`config.mk`:
```
export PLATFORM = sky130hd
export DESIGN_NAME = evt_capture
export DESIGN_NICKNAME = d
export VERILOG_FILES = /design/src/rtl/evt_capture_pkg.sv /design/src/rtl/evt_capture_ctrl.sv /design/src/rtl/evt_capture_dp.sv /design/src/rtl/evt_capture.sv
export SDC_FILE = /design/constraint.sdc
export NUM_CORES = 1
export LEC_CHECK = 0
export BUFFER_PORTS_ARGS = -buffer_cell sky130_fd_sc_hd__buf_2
export CAP_MARGIN = 20
export CORE_MARGIN = 8
export CORE_UTILIZATION = 45
export DETAILED_ROUTE_END_ITERATION = 10
export PLACE_DENSITY = 0.74
export REMOVE_ABC_BUFFERS = 1
export SLEW_MARGIN = 20
export SYNTH_ARGS = -nofsm -noshare
export SYNTH_HDL_FRONTEND = slang
export SYNTH_HIERARCHICAL = 1
export SYNTH_SLANG_ARGS = --single-unit
```
`constraint.sdc`:
```
create_clock -name clk -period 2.6 [get_ports clk]
set_input_delay 0.78 -clock clk [delete_from_list [all_inputs] [get_ports clk]]
set_output_delay 0.78 -clock clk [all_outputs]
set_load 0.005 [all_outputs]
```
`src/rtl/evt_capture_pkg.sv`:
```
package evt_capture_pkg;
  localparam int DATA_W   = 8;
  localparam int CNT_W    = 2 * DATA_W;
  localparam int ADDR_LO  = 0;
  localparam int ADDR_HI  = 1;
  localparam int ADDR_MSK = 2;
  localparam int ADDR_FLG = 3;
  localparam int IE_BIT   = 5;
  localparam int FLAG_BIT = 5;
  localparam logic [DATA_W-1:0] MASK_RW = 8'h2F;

  typedef struct packed {
    logic capEn;       // trigger edge: load count
    logic holdFromCap; // low-byte read: snapshot high byte
    logic holdFromBus; // high-byte write
    logic capFromBus;  // low-byte write: commit 16 bits
    logic maskWr;
    logic flagClr;
  } strobe_t;
endpackage

```
`src/rtl/evt_capture_ctrl.sv`:
```
module evt_capture_ctrl
  import evt_capture_pkg::*;
#(
  parameter int ADDR_W      = 2,
  parameter int SYNC_STAGES = 2
) (
  input  logic              clk,
  input  logic              rstN,
  input  logic              pinIn,
  input  logic              cmpIn,
  input  logic              srcSel,
  input  logic              edgeSel,
  input  logic [ADDR_W-1:0] busAddr,
  input  logic              busWrEn,
  input  logic              busRdEn,
  input  logic              clrBit,
  output strobe_t           strobes
);
  logic                   rawTrig;
  logic [SYNC_STAGES-1:0] syncQ;
  logic                   prevQ;
  logic                   syncTrig;
  logic                   riseEvt;
  logic                   fallEvt;

  assign rawTrig = srcSel ? cmpIn : pinIn;

  always_ff @(posedge clk or negedge rstN) begin
    if (!rstN) begin
      syncQ <= '0;
      prevQ <= 1'b0;
    end else begin
      syncQ <= {syncQ[SYNC_STAGES-2:0], rawTrig};
      prevQ <= syncQ[SYNC_STAGES-1];
    end
  end

  assign syncTrig = syncQ[SYNC_STAGES-1];
  assign riseEvt  = syncTrig & ~prevQ;
  assign fallEvt  = ~syncTrig & prevQ;

  always_comb begin
    strobes             = '0;
    strobes.capEn       = edgeSel ? riseEvt : fallEvt;
    strobes.holdFromCap = busRdEn && (busAddr == ADDR_W'(ADDR_LO));
    strobes.holdFromBus = busWrEn && (busAddr == ADDR_W'(ADDR_HI));
    strobes.capFromBus  = busWrEn && (busAddr == ADDR_W'(ADDR_LO));
    strobes.maskWr      = busWrEn && (busAddr == ADDR_W'(ADDR_MSK));
    strobes.flagClr     = busWrEn && (busAddr == ADDR_W'(ADDR_FLG)) && clrBit;
  end
endmodule

```
`src/rtl/evt_capture_dp.sv`:
```
module evt_capture_dp
  import evt_capture_pkg::*;
#(
  parameter int ADDR_W = 2
) (
  input  logic              clk,
  input  logic              rstN,
  input  strobe_t           strobes,
  input  logic [CNT_W-1:0]  cntVal,
  input  logic [ADDR_W-1:0] busAddr,
  input  logic [DATA_W-1:0] busWdata,
  output logic [CNT_W-1:0]  capQ,
  output logic [DATA_W-1:0] holdQ,
  output logic [DATA_W-1:0] maskQ,
  output logic              flagQ,
  output logic [DATA_W-1:0] busRdata
);
  always_ff @(posedge clk or negedge rstN) begin
    if (!rstN) begin
      capQ  <= '0;
      holdQ <= '0;
      maskQ <= '0;
      flagQ <= 1'b0;
    end else begin
      if (strobes.capEn)           capQ <= cntVal;
      else if (strobes.capFromBus) capQ <= {holdQ, busWdata};

      if (strobes.holdFromCap)      holdQ <= capQ[CNT_W-1:DATA_W];
      else if (strobes.holdFromBus) holdQ <= busWdata;

      if (strobes.maskWr) maskQ <= busWdata & MASK_RW;

      if (strobes.capEn)        flagQ <= 1'b1;
      else if (strobes.flagClr) flagQ <= 1'b0;
    end
  end

  always_comb begin
    busRdata = '0;
    case (busAddr)
      ADDR_W'(ADDR_LO):  busRdata = capQ[DATA_W-1:0];
      ADDR_W'(ADDR_HI):  busRdata = holdQ;
      ADDR_W'(ADDR_MSK): busRdata = maskQ;
      default:           busRdata[FLAG_BIT] = flagQ;
    endcase
  end
endmodule

```
`src/rtl/evt_capture.sv`:
```
module evt_capture
  import evt_capture_pkg::*;
#(
  parameter int ADDR_W      = 2,
  parameter int SYNC_STAGES = 2
) (
  input  logic              clk,
  input  logic              rstN,
  input  logic [CNT_W-1:0]  cntVal,
  input  logic              pinIn,
  input  logic              cmpIn,
  input  logic              srcSel,
  input  logic              edgeSel,
  input  logic              gie,
  input  logic [ADDR_W-1:0] busAddr,
  input  logic              busWrEn,
  input  logic              busRdEn,
  input  logic [DATA_W-1:0] busWdata,
  output logic [DATA_W-1:0] busRdata,
  output logic [CNT_W-1:0]  topVal,
  output logic              irq
);
  strobe_t           strobes;
  logic [CNT_W-1:0]  capQ;
  logic [DATA_W-1:0] holdQ;
  logic [DATA_W-1:0] maskQ;
  logic              flagQ;

  evt_capture_ctrl #(.ADDR_W(ADDR_W), .SYNC_STAGES(SYNC_STAGES)) u_ctrl (
    .clk(clk), .rstN(rstN), .pinIn(pinIn), .cmpIn(cmpIn), .srcSel(srcSel),
    .edgeSel(edgeSel), .busAddr(busAddr), .busWrEn(busWrEn), .busRdEn(busRdEn),
    .clrBit(busWdata[FLAG_BIT]), .strobes(strobes)
  );

  evt_capture_dp #(.ADDR_W(ADDR_W)) u_dp (
    .clk(clk), .rstN(rstN), .strobes(strobes), .cntVal(cntVal),
    .busAddr(busAddr), .busWdata(busWdata), .capQ(capQ), .holdQ(holdQ),
    .maskQ(maskQ), .flagQ(flagQ), .busRdata(busRdata)
  );

  assign topVal = capQ;
  assign irq    = flagQ & maskQ[IE_BIT] & gie;
endmodule

```
# ---- After elaboration in Yosys (flattened, before gate mapping)
# Cells that the tools add are included.
dict set report word_totals {
  reg_bits 33
  out_inout_bits 25
  wordCells 36
}
dict set report op_classes {
  eq_ne 3
  n_mux 11
  bitwise_logic 6
  reduce_logical 10
}
# op n
set op_table {}
lappend op_table {{16-bit 2-to-1 mux} 2}
lappend op_table {{8-bit 2-to-1 mux} 2}
lappend op_table {{5-bit one-hot mux with 3 select lines} 1}
lappend op_table {{1-bit logical AND} 6}
lappend op_table {{2-bit nonzero test} 3}
lappend op_table {{1-bit bitwise AND} 4}
lappend op_table {{2-bit == test (second input constant)} 2}
lappend op_table {{1-bit 2-to-1 mux} 4}
lappend op_table {{2-bit one-hot mux with 2 select lines} 1}
lappend op_table {{1-bit one-hot mux with 3 select lines} 1}
lappend op_table {{2-bit by 1-bit == test with 1-bit output (second input constant)} 1}
lappend op_table {{2-bit logical NOT} 1}
lappend op_table {{1-bit NOT} 2}

# ---- Logic depth before layout (Yosys ltp)
# Gate-level depths: netlist (run 1).
dict set report logic_depth {
  ltp_word 5
  depth_mapped 5
  depth_no_buf 4
}

# ---- Hierarchy
# Netlist (run 1), hierarchy kept.
# module n_inst cells_per_inst area_each_um2
set by_module_without_submodules {}
lappend by_module_without_submodules {evt_capture_dp 1 138 1506.4}
lappend by_module_without_submodules {evt_capture_ctrl 1 15 150.1}
lappend by_module_without_submodules {evt_capture 1 1 6.3}

# ---- Least setup slack after synthesis (run 1)
# Ideal clock, no wire load.
dict set report synth_path {
  path_kind {input -> output}
  from {in busAddr[0]}
  to {out busRdata[5]}
  arrival_ns 1.389
  setup_slack_ns 0.431
  cell_stages 2
  cell_sequence {buf_6 mux4_2}
}
dict set report synth_via {
  elab_chain_cells 2
  elab_cells_between_ends 4
  cone_classes {eq/ne (2); mux (1); reduce/logical (1)}
}
# item line
set synth_lines {}
lappend synth_lines {{start: declaration} evt_capture.sv:15} ;# input logic [ADDR_W-1:0] busAddr,
lappend synth_lines {{2-bit == test (tied with other cells)} --}
lappend synth_lines {{1-bit one-hot mux with 3 select lines *} evt_capture_dp.sv:40} ;# case (busAddr)
lappend synth_lines {{end: declaration} evt_capture.sv:19} ;# output logic [DATA_W-1:0] busRdata,
# Every way passes the cells marked *; elsewhere a longest branch is shown, timed or not.

# ---- Worst setup path after layout (run 1)
dict set report layout_path {
  from {in busAddr[0]}
  to {out busRdata[3]}
}
dict set report layout_via {
  elab_chain_cells 2
  elab_cells_between_ends 4
  cone_classes {eq/ne (2); mux (1); reduce/logical (1)}
}
# item line
set layout_lines {}
lappend layout_lines {{2-bit == test (tied with other cells)} --}
lappend layout_lines {{5-bit one-hot mux with 3 select lines *} evt_capture_dp.sv:40}
# Marked as above.

==> impl_metrics.csv, run 1 <==
group,metric,value,unit
status,status,"finished clean",
run,cap_violations,0,
worst_hold_path,min_path_type,"flip-flop to flip-flop",
cts,clk_latency,0.33,ns
layout,drive_above_1_share,0.389,
cts,cts_buffers,5,
route,drt-initial-drc-count,97,
pwr,finalPower,1320,uW
sta,finalHoldViolations,0,
die,core_area,0.00358,mm^2
worst_setup_path,reg2reg_depth,4,
placement,gp_congestion,0.752,
global_routing,grt_pass1_wl,7.18,mm
placement,portBuffers,59,
cts,clockBufferDepth,2,
worst_setup_path,crit_type,"input port to primary output",
sta,grt_setup_unrepaired,"false",
route,remaining_drc_errors,0,
worst_setup_path,worstPathMaxFanout,8,
worst_hold_path,min_path_cells,0,
layout,fin_nets,251,
cts,cts_setup_buffers,0,
pwr,p_leak,0.000967,uW
die,die_w,76.3,um
sta,setup_viol,0,
route,vias,1353,
layout,final_cell_mix,"buf_2 (59), dfrtp_1 (33), mux2i_1 (31)",
yosys,netlist_area,0.00164,mm^2
die,initial_core_util,0.457,
global_routing,grt_max_degree,34,
layout,finalNonFillerCells,264,
cts,cts_sinks,33,
sta,slew_viol_final,0,
route,dr.pass1.iters,4,
cts,ctsResizeCount,0,
die,num_io_pins,60,
global_routing,antenna_found_initial,0,
sta,fmaxAchievable,419,MHz
pwr,powerDensity,640,mW/mm^2
sta,worst_hold_slack,0.373,ns
yosys,syn_avg_cell_area,10.9,um^2
layout,final_util,0.575,
cts,cts_root_buf,"clkbuf_4",
cts,clkTransAtPathRegs,0.09,ns
die,die_area,0.00582,mm^2
global_routing,gr-total-overflow,0,
layout,fillers,335,
sta,finalClockSkew,0.00504,ns
layout,syn_to_final_growth,25.8,%
worst_setup_path,endpoint_kind,"primary output",
yosys,synth_cells,150,
worst_setup_path,critPathLaunchType,"input port",
die,row_count,22,
worst_setup_path,cp.required,1.82,ns
layout,final_common_cell,"buf_2",
placement,dp_hpwl,2.99,mm
placement,place_area,0.00200,mm^2
route,wirelength,4.01,mm
route,wl_per_cell,15.2,um
route,detail-route-antenna-nets,0,
route,via_per_inst,5.13,
global_routing,grt_usage,0.148,
cts,cts_tree,"yes",
cts,htree_levels,2,
die,die_y,76.3,um
sta,maxSlewHeadroom,0.517,
cts,hold_buffers,0,
pwr,ir_drop,0.000311,V
yosys,yosys_warnings,6,
worst_setup_path,arrival,1.61,ns
layout,antenna_cells,0,
sta,worst-slew-pin-transition,0.725,ns
sta,period_share,0.919,
global_routing,grt_pass1_vias,1499,
layout,final_design_area_no_fill,0.00206,mm^2
sta,finalCriticalPeriod,2.39,ns
placement,dpl.cell_count,257,
[stage by stage]
step / setup WS, ns / TNS, ns
after floorplan: -0.445 / -7.12
after global placement: 0.218 / 0
after detailed placement: 0.204 / 0
after CTS: 0.202 / 0
after global routing: 0.156 / 0
final: 0.211 / 0
[layout make-up]
type	count	area, um^2	share of cell area
timing repair buffer	68	363	0.176
multi-input combinational	107	751	0.365
inverter	1	3.75	0.00182
clock buffer	7	55.1	0.0267
sequential	33	826	0.401
tap	48	60.1	0.0292
[state kept, by name, indices dropped and copies added, names as in the netlist]
name          cells
u_dp/maskQ        5
u_ctrl/syncQ      2
u_dp/capQ        16
u_dp/flagQ        1
u_dp/holdQ        8
u_ctrl/prevQ      1
[routing by layer]
metal	global-route usage	wire, um
met5	0	0
met4	0.0462	46
met3	0.0672	325
met2	0.231	1810
met1	0.179	1830
[where the power goes]
part | internal, uW | total (uW) | switching [uW]
clock network | 127 | 291 | 163
registers | 618 | 696 | 77.0
logic | 174 | 331 | 157
total | 920 | 1320 | 397
[worst max-delay path, cell delays in order]
cell       delay [ns]
buf_2            0.18
nor2b_1          0.32
o2bb2ai_1        0.18
buf_2            0.15
[path summary, 6_finish.rpt]
path	slack [ns]	startpoint	endpoint
max	0.21	busAddr[0]	busRdata[3]
max in group asynchronous	1.64	rstN	u_dp/capQ[3]
min	0.37	u_ctrl/syncQ[0]	u_ctrl/syncQ[1]
max reg2reg	1.31	u_ctrl/syncQ[1]	u_dp/capQ[11]
min reg2reg	0.37	u_ctrl/syncQ[0]	u_ctrl/syncQ[1]
min in group asynchronous	0.50	rstN	u_dp/capQ[15]
Power figures use the tool's default switching activity.
==> run 2, diff against run 1 <==
--- a/config.mk
+++ b/config.mk
@@ -9,6 +9,7 @@
 export CAP_MARGIN = 20
 export CORE_MARGIN = 8
 export CORE_UTILIZATION = 45
+export CTS_BUF_LIST = sky130_fd_sc_hd__clkbuf_16
 export DETAILED_ROUTE_END_ITERATION = 10
 export PLACE_DENSITY = 0.74
 export REMOVE_ABC_BUFFERS = 1
==> run 2 against run 1 <==
Effect of this change:
- critical path depth unchanged
- register-to-register slack is essentially flat
- via count fell by 0.81%
- count of clock-buffer cells in the layout is 2 lower
- non-clock buffer count unchanged
- first-iteration DRC count decreased by 4.1%
- sequential power barely moved
- largest cell class unchanged
==> impl_metrics.csv, run 2 (same netlist as run 1, synthesis figures left out) <==
group,metric,value,unit
global_routing,antenna_found_initial,0,
die,row_count,22,
layout,fillers,324,
layout,largest_reg_flops,16,
worst_setup_path,cpMostUsedCell,"buf_2",
layout,syn_to_final_growth,30.5,%
worst_setup_path,crit_slowest_cell,"nor2b_1",
route,detail-route-antenna-nets,0,
worst_setup_path,max_stage_delay,0.32,ns
sta,fmaxAchievable,419,MHz
die,core_area,0.00358,mm^2
layout,drive_above_1_share,0.384,
cts,cts_sinks,33,
worst_setup_path,cp.required,1.82,ns
worst_setup_path,critPathLaunchType,"input port",
cts,hold_buffers,0,
run,cap_violations,0,
placement,preCtsSetupSlack,0.204,ns
layout,antenna_cells,0,
layout,final_common_cell,"buf_2",
status,status,"finished clean",
global_routing,grt_pass1_wl,7.27,mm
cts,ctsResizeCount,0,
global_routing,grt_max_degree,34,
global_routing,gr-total-overflow,0,
sta,finalHoldViolations,0,
worst_setup_path,endpoint_kind,"primary output",
cts,clk_latency,0.27,ns
sta,finalCriticalPeriod,2.38,ns
cts,clockBufferDepth,2,
sta,finalClockSkew,0.00197,ns
die,die_y,76.3,um
cts,cts_buffers,5,
placement,dp_hpwl,2.99,mm
layout,final_cell_mix,"buf_2 (59), dfrtp_1 (33), mux2i_1 (31)",
cts,htree_levels,2,
cts,cts_tree,"yes",
placement,gp_congestion,0.752,
sta,grt_setup_unrepaired,"false",
cts,cts_root_buf,"clkbuf_16",
worst_setup_path,crit_type,"input port to primary output",
cts,clkTransAtPathRegs,0.05,ns
sta,maxSlewHeadroom,0.515,
route,vias,1342,
die,initial_core_util,0.457,
layout,largest-register,"u_dp/capQ",
worst_setup_path,worstPathMaxFanout,8,
die,num_io_pins,60,
sta,period_share,0.917,
sta,setup_viol,0,
layout,final_util,0.597,
pwr,powerDensity,731,mW/mm^2
layout,top_regs,"u_dp/capQ: 16 flops, u_dp/holdQ: 8 flops, u_dp/maskQ: 5 flops",
worst_setup_path,path_delay_family,"buffers and inverters",
worst_setup_path,cp_cell_sequence,"buf_2 -> nor2b_1 -> o2bb2ai_1 -> buf_2",
worst_setup_path,critical_path.n_buffers_inverters,2,
pwr,p_leak,0.00100,uW
sta,layout_setup_ws,0.216,ns
worst_hold_path,min_path_type,"flip-flop to flip-flop",
route,drt-initial-drc-count,93,
die,die_area,0.00582,mm^2
die,die_w,76.3,um
layout,fin_nets,251,
worst_setup_path,arrival,1.60,ns
global_routing,grt_usage,0.150,
pwr,ir_drop,0.000479,V
sta,slew_viol_final,0,
sta,worst-slew-pin-transition,0.727,ns
route,dr.pass1.iters,4,
route,wl_per_cell,15.4,um
cts,cts_setup_buffers,0,
global_routing,grt_pass1_vias,1502,
route,wirelength,4.07,mm
placement,portBuffers,59,
route,remaining_drc_errors,0,
route,via_per_inst,5.08,
==> run 2: path summary, 6_finish.rpt <==
path                                 start  slack, ns  depth (start not counted)              end
setup / recovery                busAddr[0]       0.22                          4      busRdata[2]
hold / removal             u_ctrl/syncQ[0]       0.36                          0  u_ctrl/syncQ[1]
setup reg to reg           u_ctrl/syncQ[1]       1.32                          4    u_dp/capQ[11]
hold reg to reg            u_ctrl/syncQ[0]       0.36                          0  u_ctrl/syncQ[1]
max in group asynchronous             rstN       1.57                          1     u_dp/capQ[3]
min in group asynchronous             rstN       0.57                          1    u_dp/capQ[15]
==> run 2: stage by stage <==
step / cell area (um^2) / TNS, ns / power, uW / instances / hold slack [ns]
floorplan: 1570 / -7.12 / 857 / 141 / 0.331
global placement: 2000 / 0 / 1030 / 257 / 0.332
detailed placement: 2000 / 0 / 1040 / 257 / 0.353
CTS: 2140 / 0 / 1580 / 264 / 0.364
global route: 2140 / 0 / 1650 / 264 / 0.378
finish: 2140 / 0 / 1560 / 264 / 0.362
==> run 2: area by class of cell <==
class                           count  area (um^2)  share of cell area
Timing Repair Buffer               68          363               0.170
Multi-Input combinational cell    107          751               0.351
Sequential cell                    33          826               0.387
Clock inverter                      2         7.51             0.00351
Inverter                            1         3.75             0.00176
Clock buffer                        5          125              0.0586
Tap cell                           48         60.1              0.0281
==> run 2: per-layer routing <==
| layer | track usage | part of all wire |
|---|---|---|
| met5 | 0 | 0 |
| met4 | 0.0404 | 0.0084 |
| met3 | 0.0601 | 0.080 |
| met2 | 0.243 | 0.47 |
| met1 | 0.181 | 0.44 |
==> run 2: power by group <==
part / internal [uW] / total, uW / switching, uW
Clock: 341 / 530 / 189
Combinational: 174 / 332 / 157
Sequential: 621 / 699 / 77.7
